===== config.mk =====
export PLATFORM = sky130hd
export DESIGN_NAME = mod10_chk_next
export DESIGN_NICKNAME = d
export VERILOG_FILES = /design/src/rtl/mod10_chk_pkg.sv /design/src/rtl/mod10_chk_step.sv /design/src/rtl/mod10_chk_next.sv
export SDC_FILE = /design/constraint.sdc
export NUM_CORES = 1
export LEC_CHECK = 0
export CORE_AREA = 2 2 39 41
export DETAILED_ROUTE_END_ITERATION = 12
export DIE_AREA = 0 0 41 43
export GPL_ROUTABILITY_DRIVEN = 0
export PLACE_DENSITY = 0.46
export SYNTH_ARGS = -nofsm -noshare
export SYNTH_HDL_FRONTEND = slang
export SYNTH_SLANG_ARGS = --single-unit

===== constraint.sdc =====
create_clock -name vclk -period 1.8
set_clock_uncertainty 0.15 [all_clocks]
set_input_delay 0.54 -clock vclk [all_inputs]
set_output_delay 0.54 -clock vclk [all_outputs]
set_load 0.01 [all_outputs]

===== src/rtl/mod10_chk_pkg.sv =====
package mod10_chk_pkg;
  // Remainder after appending one bit on the low end of a number.
  function automatic int append_bit(input int rem, input int b, input int modulus);
    return (2 * rem + b) % modulus;
  endfunction
endpackage


===== src/rtl/mod10_chk_step.sv =====
module mod10_chk_step
  import mod10_chk_pkg::*;
#(
  parameter int MODULUS = 10,
  localparam int REM_W = $clog2(MODULUS),
  localparam int SLOTS = 1 << REM_W
) (
  input  logic [REM_W-1:0] rem_i,
  input  logic             bit_i,
  output logic [REM_W-1:0] rem_o
);
  logic [REM_W-1:0] tbl_zero [SLOTS];
  logic [REM_W-1:0] tbl_one  [SLOTS];

  for (genvar r = 0; r < SLOTS; r++) begin : g_tbl
    if (r < MODULUS) begin : g_live
      assign tbl_zero[r] = REM_W'(append_bit(r, 0, MODULUS));
      assign tbl_one[r]  = REM_W'(append_bit(r, 1, MODULUS));
    end else begin : g_dead
      assign tbl_zero[r] = '0;
      assign tbl_one[r]  = '0;
    end
  end

  assign rem_o = bit_i ? tbl_one[rem_i] : tbl_zero[rem_i];
endmodule


===== src/rtl/mod10_chk_next.sv =====
module mod10_chk_next #(
  parameter int MODULUS = 10,
  localparam int REM_W = $clog2(MODULUS)
) (
  input  logic             start_i,
  input  logic             bit_valid_i,
  input  logic             bit_i,
  input  logic [REM_W-1:0] rem_q_i,
  output logic             rem_en_o,
  output logic [REM_W-1:0] rem_d_o
);
  logic [REM_W-1:0] base;
  logic [REM_W-1:0] stepped;

  assign base = start_i ? '0 : rem_q_i;

  mod10_chk_step #(.MODULUS(MODULUS)) u_step (
    .rem_i (base),
    .bit_i (bit_i),
    .rem_o (stepped)
  );

  always_comb begin
    rem_en_o = start_i | bit_valid_i;
    rem_d_o  = bit_valid_i ? stepped : base;
  end
endmodule


# After elaboration in Yosys (flattened, before gate mapping)
# Memory sizes are Yosys's and may differ from the RTL's.
# Cells that the tools add are included.
# op_classes
n_lt_le_gt_ge	1
n_mux	7
bitwise	2
# ops
cell	n
$mux 4	7
$ge 5x5->1 const B	1
$not 4->5	1
$or 1x1->1	1
# word_totals
register_bits	0
rom_bits	128
in_bits	7
output_inout_bits	5
mem_count	2
# mem_list
name	depth	width	read_ports	rd_ports_with_merged_regs	wr	line_no	source
(no name shown)	16	4	1	0	0	mod10_chk_step.sv:25	assign rem_o = bit_i ? tbl_one[rem_i] : tbl_zero[rem_i];
(no name shown)	16	4	1	0	0	mod10_chk_step.sv:25	

# Logic depth before layout (Yosys ltp)
# Gate-level depths: netlist of the first run.
# depth
depth_word	7
ltp_mapped	3
ltp_nobuf	3

# Hierarchy
# A second synthesis of the first run with hierarchy kept.
# unflattened
hier_cells	21
area_unflattened_um2	173.9
# by_module_without_submodules
mod	n_inst	cells_each	area_per_inst_um2	seq_area_each_um2
mod10_chk_step	1	12	97.6	0.0
mod10_chk_next	1	9	76.3	0.0

# Worst setup path before layout of the first run
# OpenSTA, ideal clock, no wires.
# synth_timing
path_type	in2out
from	in start_i
to	out rem_d_o[0]
arrival_ns	1.155
t_required_ns	1.110
path_slack_ns	-0.045
path_stages	2
n_path_buf	0
cell_sequence	or2_2 -> o21ai_0
# synth_between
elab_chain_len	7
# synth_rtl
item	line_no	source
start: declaration	mod10_chk_next.sv:5	input logic start_i,
$mux 4 (*)	mod10_chk_next.sv:15	assign base = start_i ? '0 : rem_q_i;
$not 4->5 (not written as such)	mod10_chk_step.sv:25	
$mem_v2 16x4	n/a	
$mux 4 (not written as such) (2 in series)	mod10_chk_step.sv:25	
$mux 4	mod10_chk_step.sv:25	
$mux 4 (*)	mod10_chk_next.sv:25	rem_d_o = bit_valid_i ? stepped : base;
end: declaration	mod10_chk_next.sv:10	output logic [REM_W-1:0] rem_d_o
# Mark *: on every way between the ends. The rest lies on a longest branch, timed or not. The select of a mux whose other input is x is not followed.

# Final worst setup path of the first run
# layout_timing
from	in rem_q_i[1]
to	out rem_d_o[2]
# layout_between
elab_chain_len	7
# layout_rtl
item	line_no	source
start: declaration	mod10_chk_next.sv:8	input logic [REM_W-1:0] rem_q_i,
$mux 4 (*)	mod10_chk_next.sv:15	
$not 4->5 (not written as such) (*)	mod10_chk_step.sv:25	
$mem_v2 16x4	n/a	
$mux 4 (not written as such) (2 in series)	mod10_chk_step.sv:25	
$mux 4 (*)	mod10_chk_step.sv:25	
$mux 4 (*)	mod10_chk_next.sv:25	
# Marked as above.

==> flow_summary_export.csv, run 1 <==
group,metric,value,unit
outcome,status,"complete, but fails checks",
outcome,violations,"setup timing",
cells_and_area,seq_cells,0,
floorplanning,fp.dieArea,1760,sq um
placement,placedCellCount,54,
logic_synthesis,yosys-top-cells-area,"a311oi_2 (11%), nor2_1 (11%), nor3b_2 (8.8%), inv_1 (7.9%), a21oi_1 (7.0%)",
critical_path,cp-start-kind,"primary input",
sta,period_share,110,%
placement,dp_slack,-1080,ps
logic_synthesis,synth.distinct_cells,17,
logic_synthesis,yosys-top-cells-count,"nor2_1 (4), inv_1 (3), a21oi_1 (2)",
detailed_routing,vias,237,
detailed_routing,drc,0,
critical_path,worstPathArrival,1290,ps
placement,place_area,305,sq um
floorplanning,io_pins,12,
power_and_ir_drop,p_leak,0.161,nW
sta,fin_ws,-183,ps
detailed_routing,drtAntennaViolNets,0,
detailed_routing,wl_per_cell,9.09,um
logic_synthesis,avgSynthCellArea,6.20,sq um
run,cap_violations,0,
global_routing,grt_pass1_wl,814,um
global_routing,antenna_found_initial,0,
floorplanning,coreArea,1380,sq um
sta,final-hold-violation-count,0,
cells_and_area,diodes,0,
sta,drv_slew,0,
logic_synthesis,synth_area,143,sq um
sta,setup_viol,4,
sta,finalCriticalPeriod,1980,ps
sta,fin_hold_ws,1190,ps
cells_and_area,fin_nets,50,
power_and_ir_drop,vdd_drop_max,0.0000789,V
global_routing,gr-total-overflow,0,
cells_and_area,area_delta_synth_final,146,%
logic_synthesis,ys_seq_area_share,0,%
cells_and_area,drive_gt1_share,53.7,%
floorplanning,row_count,14,
detailed_routing,avgViaCountPerCell,4.16,
sta,clock.fmax,0.504,GHz
logic_synthesis,synthCells,23,
logic_synthesis,syn_nets,30,
floorplanning,start_util,10.3,%
critical_path,cp.required,1110,ps
min_path,hold_path.class,"primary input to primary output",
logic_synthesis,synth_largest_area_cell,"a311oi_2",
cells_and_area,ff_latch_area,0,sq um
sta,worstMarginPinSlew,223,ps
sta,relSlewSlack,85.1,%
placement,dp_hpwl,376,um
detailed_routing,dr.pass1.iters,2,
critical_path,critical_path_class,"primary input to primary output",
critical_path,critical_path.max_fanout,4,
cells_and_area,final_area,352,sq um
critical_path,cp-end-kind,"primary output",
cells_and_area,final_cells,57,
sta,grt_setup_unrepaired,"yes",
placement,port_buffers,12,
floorplanning,dieHeight,43,um
detailed_routing,drt_iter0_drc,1,
logic_synthesis,yosysTopAreaCellShare,10.5,%
power_and_ir_drop,power_density,219,nW/um^2
cells_and_area,nClkBuffers,0,
floorplanning,die_x,41,um
global_routing,grt_start_max_net_pins,9,
global_routing,track_usage,5.99,%
global_routing,grt_pass1_vias,188,
detailed_routing,routed_wl,518,um
logic_synthesis,synth_most_common_cell,"nor2_1",
logic_synthesis,yosys_warnings,0,
cts,cts_hold_buf,0,
[where the power goes]
group          internal [mW]  switching [mW]  leakage (nW)  total, mW
sequential                 0               0             0          0
combinational         0.0449          0.0321         0.161     0.0770
clock                      0               0             0          0
total                 0.0449          0.0321         0.161     0.0770
[path summary, 6_finish.rpt]
kind | from | to | slack, ps | cells after the start
max | rem_q_i[1] | rem_d_o[2] | -180 | 5
min | start_i | rem_d_o[3] | 1190 | 3
[cell usage in the layout, fill, tap and decap left out]
cell type / netlist / layout
or2_4: 0 / 1
nand3_1: 1 / 1
a21boi_0: 1 / 1
inv_1: 3 / 3
nand4_1: 1 / 1
a31oi_1: 1 / 1
nand2_1: 1 / 1
buf_8: 0 / 4
buf_6: 0 / 3
buf_2: 0 / 5
nor2_4: 0 / 1
and2b_1: 1 / 1
nor2_1: 4 / 3
nor2b_1: 1 / 1
o32ai_1: 1 / 1
buf_4: 0 / 5
o21bai_1: 1 / 1
a21oi_1: 2 / 2
nor3b_4: 0 / 1
a311oi_2: 1 / 1
o21ai_1: 0 / 1
dlygate4sd2_1: 0 / 1
o311ai_2: 0 / 1
[final cells by class]
cell class                 count  area (sq um)
fill                         165          1030
inverter                       3          11.3
multi-input combinational     20           155
tap                           16          20.0
timing repair buffer          18           165
[cells by family after synthesis]
logic type	count (synthesis)	share of synthesized area, %
simple gates	11	43.9
compound gates	9	48.2
buf+inv	3	7.89
[critical path, cell delays in order]
cell and delay, ps:
buf_8 100, nor3b_4 190, o21bai_1 110, a311oi_2 190, buf_2 160
[through the flow]
| stage | util, % | setup TNS [ps] | power, mW |
|---|---|---|---|
| floorplan | - | 0 | 0.0229 |
| global placement | 22.1 | -4870 | 0.0679 |
| detailed placement | 22.1 | -4880 | 0.0676 |
| CTS | 24.5 | -556 | 0.0746 |
| global route | 25.4 | -810 | 0.0833 |
| finish | 25.4 | -552 | 0.0770 |
[per-layer routing]
metal	part of all wire [%]	GRT usage [%]
met5	0	0
met4	0	0
met3	7.1	0
met2	43	9.06
met1	50	9.81
[repair_timing]
item                                    CTS  global route
gates resized for setup                  67             1
pin swaps                                 7             7
endpoints found under the setup margin    5             4
buffers inserted                          2             1
Note: power is estimated with default switching activity, not from simulation.
==> run 2, diff against run 1 <==
--- a/config.mk
+++ b/config.mk
@@ -5,6 +5,7 @@
 export SDC_FILE = /design/constraint.sdc
 export NUM_CORES = 1
 export LEC_CHECK = 0
+export CAP_MARGIN = 10
 export CORE_AREA = 2 2 39 41
 export DETAILED_ROUTE_END_ITERATION = 12
 export DIE_AREA = 0 0 41 43
==> results of run 2 <==
No change in the layout: final DEF, timing and power equal those of run 1.
==> run 3, diff against run 2 <==
--- a/config.mk
+++ b/config.mk
@@ -6,11 +6,11 @@
 export NUM_CORES = 1
 export LEC_CHECK = 0
 export CAP_MARGIN = 10
-export CORE_AREA = 2 2 39 41
+export CORE_AREA = 10 10 47 49
 export DETAILED_ROUTE_END_ITERATION = 12
-export DIE_AREA = 0 0 41 43
+export DIE_AREA = 0 0 57 59
 export GPL_ROUTABILITY_DRIVEN = 0
-export PLACE_DENSITY = 0.46
+export PLACE_DENSITY = 0.47
 export SYNTH_ARGS = -nofsm -noshare
 export SYNTH_HDL_FRONTEND = slang
 export SYNTH_SLANG_ARGS = --single-unit
==> constraint.sdc (replaced) <==
create_clock -name vclk -period 1.6
set_clock_uncertainty 0.15 [all_clocks]
set_input_delay 0.48 -clock vclk [all_inputs]
set_output_delay 0.48 -clock vclk [all_outputs]
set_load 0.01 [all_outputs]
==> flow_summary_export.csv, run 3 (synthesis gave the netlist of run 1 again) <==
group,metric,value,unit
outcome,status,"complete, but fails checks",
outcome,violations,"setup timing",
floorplanning,row_count,14,
cells_and_area,fillerInstances,169,
detailed_routing,drt_iter0_drc,0,
detailed_routing,drc,0,
cells_and_area,mostFrequentLayoutCells,"buf_4 (5), buf_8 (4), buf_6 (4), buf_2 (4)",
critical_path,crit_path_cell_trace,"buf_8 > nor3b_4 > o21bai_1 > a311oi_2 > buf_2",
critical_path,worstPathArrival,1220,ps
sta,finalSetupTns,-838,ps
cells_and_area,fin_nets,50,
sta,drv_slew,0,
sta,grt_setup_unrepaired,"yes",
floorplanning,die_x,57,um
min_path,hold_path.class,"primary input to primary output",
floorplanning,fp.dieArea,3360,sq um
detailed_routing,routed_wl,599,um
cells_and_area,drive_gt1_share,58.5,%
sta,fin_hold_ws,1100,ps
critical_path,critical_path.max_fanout,4,
cells_and_area,final_common_cell,"buf_4",
global_routing,antenna_found_initial,0,
critical_path,slowest_delay,190,ps
critical_path,critPathSlowestCell,"nor3b_4",
floorplanning,dieHeight,59,um
placement,port_buffers,12,
critical_path,cp-start-kind,"primary input",
placement,dp_slack,-1150,ps
sta,final-hold-violation-count,0,
run,cap_violations,0,
power_and_ir_drop,power_density,252,nW/um^2
placement,dp_hpwl,488,um
placement,place_area,327,sq um
critical_path,cp.required,970,ps
cells_and_area,diodes,0,
global_routing,track_usage,3.32,%
global_routing,grt_use_met3,1.07,%
sta,clock.fmax,0.539,GHz
sta,finalCriticalPeriod,1850,ps
global_routing,gr-total-overflow,0,
sta,setup_viol,4,
sta,period_share,116,%
floorplanning,start_util,10.2,%
cells_and_area,seq_cells,0,
cells_and_area,ff_latch_area,0,sq um
sta,relSlewSlack,84.1,%
global_routing,grt_busiest_layer,"met2",
power_and_ir_drop,p_leak,0.164,nW
global_routing,use_met1,4.49,%
global_routing,use_met2,5.27,%
global_routing,grt_pass1_wl,993,um
global_routing,grt_start_max_net_pins,9,
detailed_routing,avgViaCountPerCell,4.04,
power_and_ir_drop,vdd_drop_max,0.0000739,V
floorplanning,coreArea,1400,sq um
cells_and_area,area_delta_synth_final,149,%
cells_and_area,nClkBuffers,0,
critical_path,cp-end-kind,"primary output",
detailed_routing,drtAntennaViolNets,0,
critical_path,critical_path_class,"primary input to primary output",
cells_and_area,final_area,355,sq um
detailed_routing,dr.pass1.iters,1,
sta,worstMarginPinSlew,234,ps
sta,fin_ws,-255,ps
floorplanning,io_pins,12,
detailed_routing,vias,230,
critical_path,cp-startpoint,"rem_q_i[1]",
power_and_ir_drop,total_power,0.0895,mW
min_path,hp-start,"start_i",
global_routing,grt_pass1_vias,236,
detailed_routing,wl_per_cell,10.5,um
==> run 3: timing repair <==
item / 4_1_cts / 5_1_grt
endpoints found under the setup margin: 5 / 5
gates resized for setup: 67 / 2
pin swaps: 7 / 4
buffers inserted: 1 / 1
hold buffers: 0 / 0
==> run 3: layout make-up <==
type	instances	area [sq um]	area share, %
Inverter	3	11.3	3.17
Tap cell	16	20.0	5.63
Multi-Input combinational cell	20	153	43.0
Timing Repair Buffer	18	171	48.2
==> run 3: metrics by stage <==
step	utilization (%)	std cells
after floorplan	-	23
after global placement	23.3	55
after detailed placement	23.3	55
after CTS	24.3	56
after global routing	25.4	57
final	25.4	57
==> run 3: layer usage <==
metal	share of wire (%)	wire length (um)
met5	0	0
met4	0	0
met3	8.8	53
met1	51	307
met2	40	239
==> run 3: report_power, final <==
part           switching, mW  total, mW  internal [mW]
Clock                      0          0              0
Combinational         0.0366     0.0895         0.0528
Sequential                 0          0              0
==> run 3: path summary, 6_finish.rpt <==
path,endpoint,cells past startpoint
hold / removal,rem_en_o,3
setup / recovery,rem_d_o[2],5
==> run 3: worst max-delay path, delay by kind of cell <==
| family | cells | cell delay (ps) |
|---|---|---|
| buffers and inverters | 2 | 270 |
| and+or+nand+nor | 1 | 190 |
| AOI/OAI and AO/OA | 2 | 280 |
